[src/rtl/spi_chk_pkg.sv]
package spi_chk_pkg;

    localparam int BYTE_W = 8;
    localparam int OP_W   = 3;

    typedef enum logic [OP_W-1:0] {
        OP_RD_REG   = 3'd0,
        OP_RD_BUF   = 3'd1,
        OP_WR_REG   = 3'd2,
        OP_WR_BUF   = 3'd3,
        OP_SET_BITS = 3'd4,
        OP_CLR_BITS = 3'd5,
        OP_UNDEF    = 3'd6,
        OP_SOFT_RST = 3'd7
    } op_e;

    typedef enum logic [1:0] {
        UPD_NONE,
        UPD_LOAD,
        UPD_SET,
        UPD_CLR
    } upd_e;

    // Packed MSB first: bad_reg is bit 6, bad_op is bit 0.
    typedef struct packed {
        logic bad_reg;
        logic bank_unk;
        logic bad_hdr;
        logic extra_dummy;
        logic no_dummy;
        logic bad_len;
        logic bad_op;
    } err_t;

    localparam logic [BYTE_W-1:0] HDR_RD_BUF = 8'h3A;
    localparam logic [BYTE_W-1:0] HDR_WR_BUF = 8'h7A;

    function automatic logic is_buf_op(input op_e op);
        return (op == OP_RD_BUF) || (op == OP_WR_BUF);
    endfunction

    function automatic logic is_reg_op(input op_e op);
        return (op == OP_RD_REG) || (op == OP_WR_REG) ||
               (op == OP_SET_BITS) || (op == OP_CLR_BITS);
    endfunction

endpackage

[src/rtl/frame_eval.sv]
module frame_eval
    import spi_chk_pkg::*;
#(
    parameter int                       ADDR_W   = 5,
    parameter int                       BANK_W   = 2,
    parameter int                       CNT_W    = 8,
    parameter logic [ADDR_W-1:0]        BANK_REG = 5'h1F,
    parameter logic [(1<<(BANK_W+ADDR_W))-1:0] RSV_MAP = '0,
    parameter logic [(1<<(BANK_W+ADDR_W))-1:0] DUM_MAP = '0
) (
    input  logic              clk,
    input  logic              rst,
    input  logic              byte_vld,
    input  logic [BYTE_W-1:0] byte_dat,
    input  logic              frame_end,
    input  logic [BANK_W-1:0] bank,
    input  logic [BANK_W-1:0] known,
    output upd_e              upd_kind,
    output logic [BANK_W-1:0] upd_bits,
    output logic              rpt_valid,
    output op_e               rpt_op,
    output logic [ADDR_W-1:0] rpt_addr,
    output logic [BANK_W-1:0] rpt_bank,
    output logic              rpt_known,
    output logic [CNT_W-1:0]  rpt_len,
    output err_t              rpt_err
);
    localparam int IDX_W = BANK_W + ADDR_W;

    logic [CNT_W-1:0]  cnt;
    logic [BYTE_W-1:0] hdr;
    logic [BANK_W-1:0] dat1;

    always_ff @(posedge clk) begin
        if (rst) begin
            cnt  <= '0;
            hdr  <= '0;
            dat1 <= '0;
        end else if (frame_end) begin
            cnt <= '0;
        end else if (byte_vld) begin
            if (cnt != '1) cnt <= cnt + 1'b1;
            if (cnt == CNT_W'(0)) hdr  <= byte_dat;
            if (cnt == CNT_W'(1)) dat1 <= byte_dat[BANK_W-1:0];
        end
    end

    op_e               op;
    logic [ADDR_W-1:0] adr;
    logic [IDX_W-1:0]  idx;
    logic              all_known, len_ok, reg_chk;
    err_t              err;
    upd_e              kind;
    logic              report;

    assign op        = op_e'(hdr[BYTE_W-1 -: OP_W]);
    assign adr       = hdr[ADDR_W-1:0];
    assign idx       = {bank, adr};
    assign all_known = &known;
    assign report    = frame_end && (cnt != '0);
    assign reg_chk   = is_reg_op(op) && len_ok;

    always_comb begin
        err    = '0;
        len_ok = 1'b1;
        kind   = UPD_NONE;
        unique case (op)
            OP_RD_REG:   len_ok = (cnt == CNT_W'(2)) || (cnt == CNT_W'(3));
            OP_WR_REG,
            OP_SET_BITS,
            OP_CLR_BITS: len_ok = (cnt == CNT_W'(2));
            OP_SOFT_RST: len_ok = (cnt == CNT_W'(1));
            OP_RD_BUF:   err.bad_hdr = (hdr != HDR_RD_BUF);
            OP_WR_BUF:   err.bad_hdr = (hdr != HDR_WR_BUF);
            default:     err.bad_op  = 1'b1;
        endcase
        err.bad_len = !len_ok;
        if (reg_chk) begin
            err.bank_unk = !all_known;
            if (all_known) begin
                err.bad_reg = RSV_MAP[idx];
                if (op == OP_RD_REG) begin
                    err.no_dummy    = DUM_MAP[idx] && (cnt != CNT_W'(3));
                    err.extra_dummy = !DUM_MAP[idx] && (cnt == CNT_W'(3));
                end
            end
            if (adr == BANK_REG) begin
                unique case (op)
                    OP_WR_REG:   kind = UPD_LOAD;
                    OP_SET_BITS: kind = UPD_SET;
                    OP_CLR_BITS: kind = UPD_CLR;
                    default:     kind = UPD_NONE;
                endcase
            end
        end
    end

    assign upd_kind = report ? kind : UPD_NONE;
    assign upd_bits = dat1;

    always_ff @(posedge clk) begin
        if (rst) begin
            rpt_valid <= 1'b0;
            rpt_op    <= OP_RD_REG;
            rpt_addr  <= '0;
            rpt_bank  <= '0;
            rpt_known <= 1'b0;
            rpt_len   <= '0;
            rpt_err   <= '0;
        end else begin
            rpt_valid <= report;
            if (report) begin
                rpt_op    <= op;
                rpt_addr  <= adr;
                rpt_bank  <= bank;
                rpt_known <= all_known;
                rpt_len   <= is_buf_op(op) ? cnt - 1'b1 : cnt;
                rpt_err   <= err;
            end
        end
    end

    // the report strobe lasts one cycle
    a_r1_single_pulse: assert property (@(posedge clk) disable iff (rst)
        rpt_valid |=> !rpt_valid);

    // undefined opcode flags nothing else
    a_r3_undef_alone: assert property (@(posedge clk) disable iff (rst)
        (rpt_valid && rpt_op == OP_UNDEF) |-> (rpt_err == err_t'(7'b0000001)));

    // a length fault suppresses register checks
    a_r4_len_masks: assert property (@(posedge clk) disable iff (rst)
        (rpt_valid && rpt_err.bad_len) |->
        !(rpt_err.bank_unk || rpt_err.bad_reg || rpt_err.no_dummy || rpt_err.extra_dummy));

    // header faults only on buffer opcodes
    a_r6_hdr_scope: assert property (@(posedge clk) disable iff (rst)
        (rpt_valid && rpt_err.bad_hdr) |-> is_buf_op(rpt_op));

    // unknown-bank flag agrees with the known output
    a_r7_unk_flag: assert property (@(posedge clk) disable iff (rst)
        (rpt_valid && rpt_err.bank_unk) |-> !rpt_known);

    // reserved hits only reported with a known bank
    a_r9_rsv_known: assert property (@(posedge clk) disable iff (rst)
        (rpt_valid && rpt_err.bad_reg) |-> rpt_known);

endmodule

[config.mk]
export PLATFORM = sky130hd
export DESIGN_NAME = frame_eval
export DESIGN_NICKNAME = d
export VERILOG_FILES = /design/src/rtl/spi_chk_pkg.sv /design/src/rtl/frame_eval.sv
export SDC_FILE = /design/constraint.sdc
export NUM_CORES = 1
export LEC_CHECK = 0
export BUFFER_PORTS_ARGS = -buffer_cell sky130_fd_sc_hd__buf_2
export CAP_MARGIN = 25
export CORE_UTILIZATION = 50
export CTS_BUF_LIST = sky130_fd_sc_hd__clkbuf_8
export DETAILED_ROUTE_END_ITERATION = 8
export PLACE_DENSITY = 0.83
export SYNTH_ARGS = -nofsm -noshare
export SYNTH_HDL_FRONTEND = slang
export SYNTH_SLANG_ARGS = --single-unit
[constraint.sdc]
create_clock -name clk -period 2.5 [get_ports clk]
set_clock_uncertainty 0.15 [all_clocks]
set_input_delay 0.25 -clock clk [delete_from_list [all_inputs] [get_ports clk]]
set_output_delay 0.25 -clock clk [all_outputs]
set_load 0.02 [all_outputs]
==> impl_metrics.yaml <==
die:
  fp.dieW_um: 65.4
  rows: 22
  dieArea_sq_um: 4280
  io_pins: 47
  initial_core_util: 0.534
  core_sq_um: 3770
  die_y_um: 65.4
detailed_routing:
  wl_per_cell_um: 13.4
  viasPerCell: 5.44
  drc: 0
  dr_total_vias: 1751
  antenna_left: 0
  dr.pass1.iters: 4
  wl_um: 4310
  drt-initial-drc-count: 124
yosys:
  ys_seq_area_frac: 0.428
  async_flop_share: 0
  synth_top_area_frac: 0.428
  ys_seq_elements: 43
  yosysWarnings: 0
  synth_edf_count: 0
  avgSynthCellArea_sq_um: 8.63
  syn_area_sq_um: 2010
  yosys.area.top_type: "dfxtp_1"
  synth.distinct_cells: 42
  synthTopCellsByArea: "dfxtp_1, nand2_1, mux2i_1, nor2_1, a21oi_1"
  synth_ff_type: "dfxtp_1"
  synth_cells: 233
critical_path:
  crit_slowest_cell: "nor4_4"
  cp_max_fo: 7
  rr_worst_depth: 5
  critPathKind: "reg -> out"
  required_ns: 2.10
  crit_family: "simple AND/OR/NAND/NOR gates"
  end_kind: "output pin"
  cp.arrival_ns: 1.98
  critPathBufInv: 1
  cp_cell_sequence: "nor4_4 > and2_4 > o2111ai_1 > nor3b_1 > buf_2"
  critPathLaunchType: "flop"
  cp.depth: 5
  slowest_delay_ns: 0.42
timing:
  timing.fmax_mhz: 420
  finalMaxSlewViolations: 0
  setup_viol: 0
  period_needed_ns: 2.38
  tightest_slew_ns: 0.585
  slew_headroom: 0.610
  hold_violations: 0
  fin_crit_sh: 0.952
  fin_hold_ws_ns: 0.0348
finish:
  syn_to_final_growth_pct: 15.4
  num_antenna_cells: 0
  fillers: 335
  layout.nets: 294
  final_core_util: 0.616
  drive_gt1_frac: 0.241
global_routing:
  grt-ovfl-total: 0
  track_usage: 0.215
  grt_pass1_wl_um: 7080
  antenna_found_initial: 0
  first_global_vias: 1566
  grt_max_degree: 33
clocking:
  cts_hold_buf: 0
  ctsLongestPathBuffers: 2
  clk_pin_slew_ns: 0.07
  clock-root-buffer: "clkbuf_8"
  clock_sinks: 43
  clk_latency_ns: 0.29
  cts_buffers: 5
  htreeDepth: 2
  cts_tree: "done"
placed_design:
  gp_congestion: 0.910
  port_buffers: 44
  place_hpwl_um: 3010
worst_hold_path:
  min_path_cells: 3
  hp-class: "in -> reg"
flow_run:
  cap_violations: 0
pwr:
  p_leak_nw: 1.02
  pwr_density_cell_nw_per_um2: 539
  ir_worst_vdd_mv: 0.330
run_status:
  outcome: "finished clean"
==> per-stage QoR <==
stage / setup WS, ns / cell area (sq um) / cells / power (mW) / setup TNS (ns)
finish: 0.119 / 2320 / 322 / 1.25 / 0
global placement: 0.433 / 2220 / 312 / 0.856 / 0
floorplan: 0.392 / 2020 / 234 / 0.821 / 0
detailed placement: 0.349 / 2220 / 312 / 0.857 / 0
CTS: 0.0271 / 2300 / 320 / 1.26 / 0
global route: -0.0152 / 2320 / 322 / 1.30 / -0.0152
==> flip-flops by register name, summed over array words and instances, names as in the netlist <==
signal and flops:
cnt 8, hdr 8, rpt_bank 2, rpt_addr 5, rpt_err 5, rpt_valid 1
rpt_len 8, rpt_op 3, rpt_known 1, upd_bits 2
==> cell usage after synthesis (all sizes together), types with 2 or more instances <==
cell     instances
dfxtp           43
nand2           36
nor2            26
a21oi           22
mux2i           13
buf             12
nand4            6
clkbuf           5
ha               5
inv              5
nand3            5
xor2             5
and3             4
nor2b            4
o21ai            4
xnor2            4
a211oi           3
a31oi            3
and2             3
nor3             3
o2111ai          3
nor3b            2
nor4             2
o21a             2
o311ai           2
==> power by group <==
part           total (mW)  internal (mW)  switching (mW)
combinational       0.126         0.0475          0.0789
sequential          0.717          0.702          0.0147
clock               0.409          0.188           0.221
==> placed cells by master (no fill, tap or decap), drive strengths merged, types with 4 or more instances in the layout <==
cell	n
buf	49
inv	7
dfxtp	43
o21ai	4
ha	5
and3	4
nand2	36
nor2b	4
xor2	5
a21oi	22
mux2i	13
clkbuf	5
nand4	6
xnor2	4
nand3	5
nor2	26
==> per-layer routing <==
layer  global-route usage  up-vias  routed length (um)
met3               0.0469        7                 207
met1                0.291      806                2080
met2                0.332       59                1940
met4               0.0815        0                  76
li1                     -      879                   -
met5                    0        -                   0
==> path summary, 6_finish.rpt <==
| path | startpoint | endpoint | slack (ns) |
|---|---|---|---|
| hold / removal | byte_dat[7] | hdr[7]$_SDFFE_PP0P_ | 0.03 |
| setup / recovery | cnt[5]$_SDFFE_PP0P_ | upd_kind[1] | 0.12 |
| hold reg to reg | rpt_err[0]$_SDFFE_PP0P_ | rpt_err[0]$_SDFFE_PP0P_ | 0.31 |
| setup reg to reg | cnt[5]$_SDFFE_PP0P_ | hdr[2]$_SDFFE_PP0P_ | 0.57 |
==> area by class of cell <==
class	instances	area, sq um	area share
tap	48	60.1	0.0259
sequential	43	863	0.372
multi-input combinational	169	1040	0.448
clock buffer	5	68.8	0.0296
clock inverter	3	12.5	0.00539
timing repair buffer	49	258	0.111
inverter	5	18.8	0.00808
==> logic make-up after synthesis <==
kind of cell | count (synthesis) | synth area share
other | 1 | 0.00186
flip-flops | 43 | 0.428
adder cells (fa/ha/maj) | 5 | 0.0311
multiplexers | 13 | 0.0647
XOR/XNOR | 9 | 0.0392
AND/OR/NAND/NOR | 95 | 0.229
AO/OA/AOI/OAI | 45 | 0.144
buffers and inverters | 22 | 0.0622
==> tightest hold or removal path, delay by kind of cell <==
kind          cells  cell delay [ns]
mux               1             0.05
simple gates      1             0.07
buf+inv           1             0.07
==> what timing repair did <==
action,CTS,global route
buffers inserted,0,2
resized for setup,0,4
endpoints found under the setup margin,0,1
(Power assumes the default switching activity.)
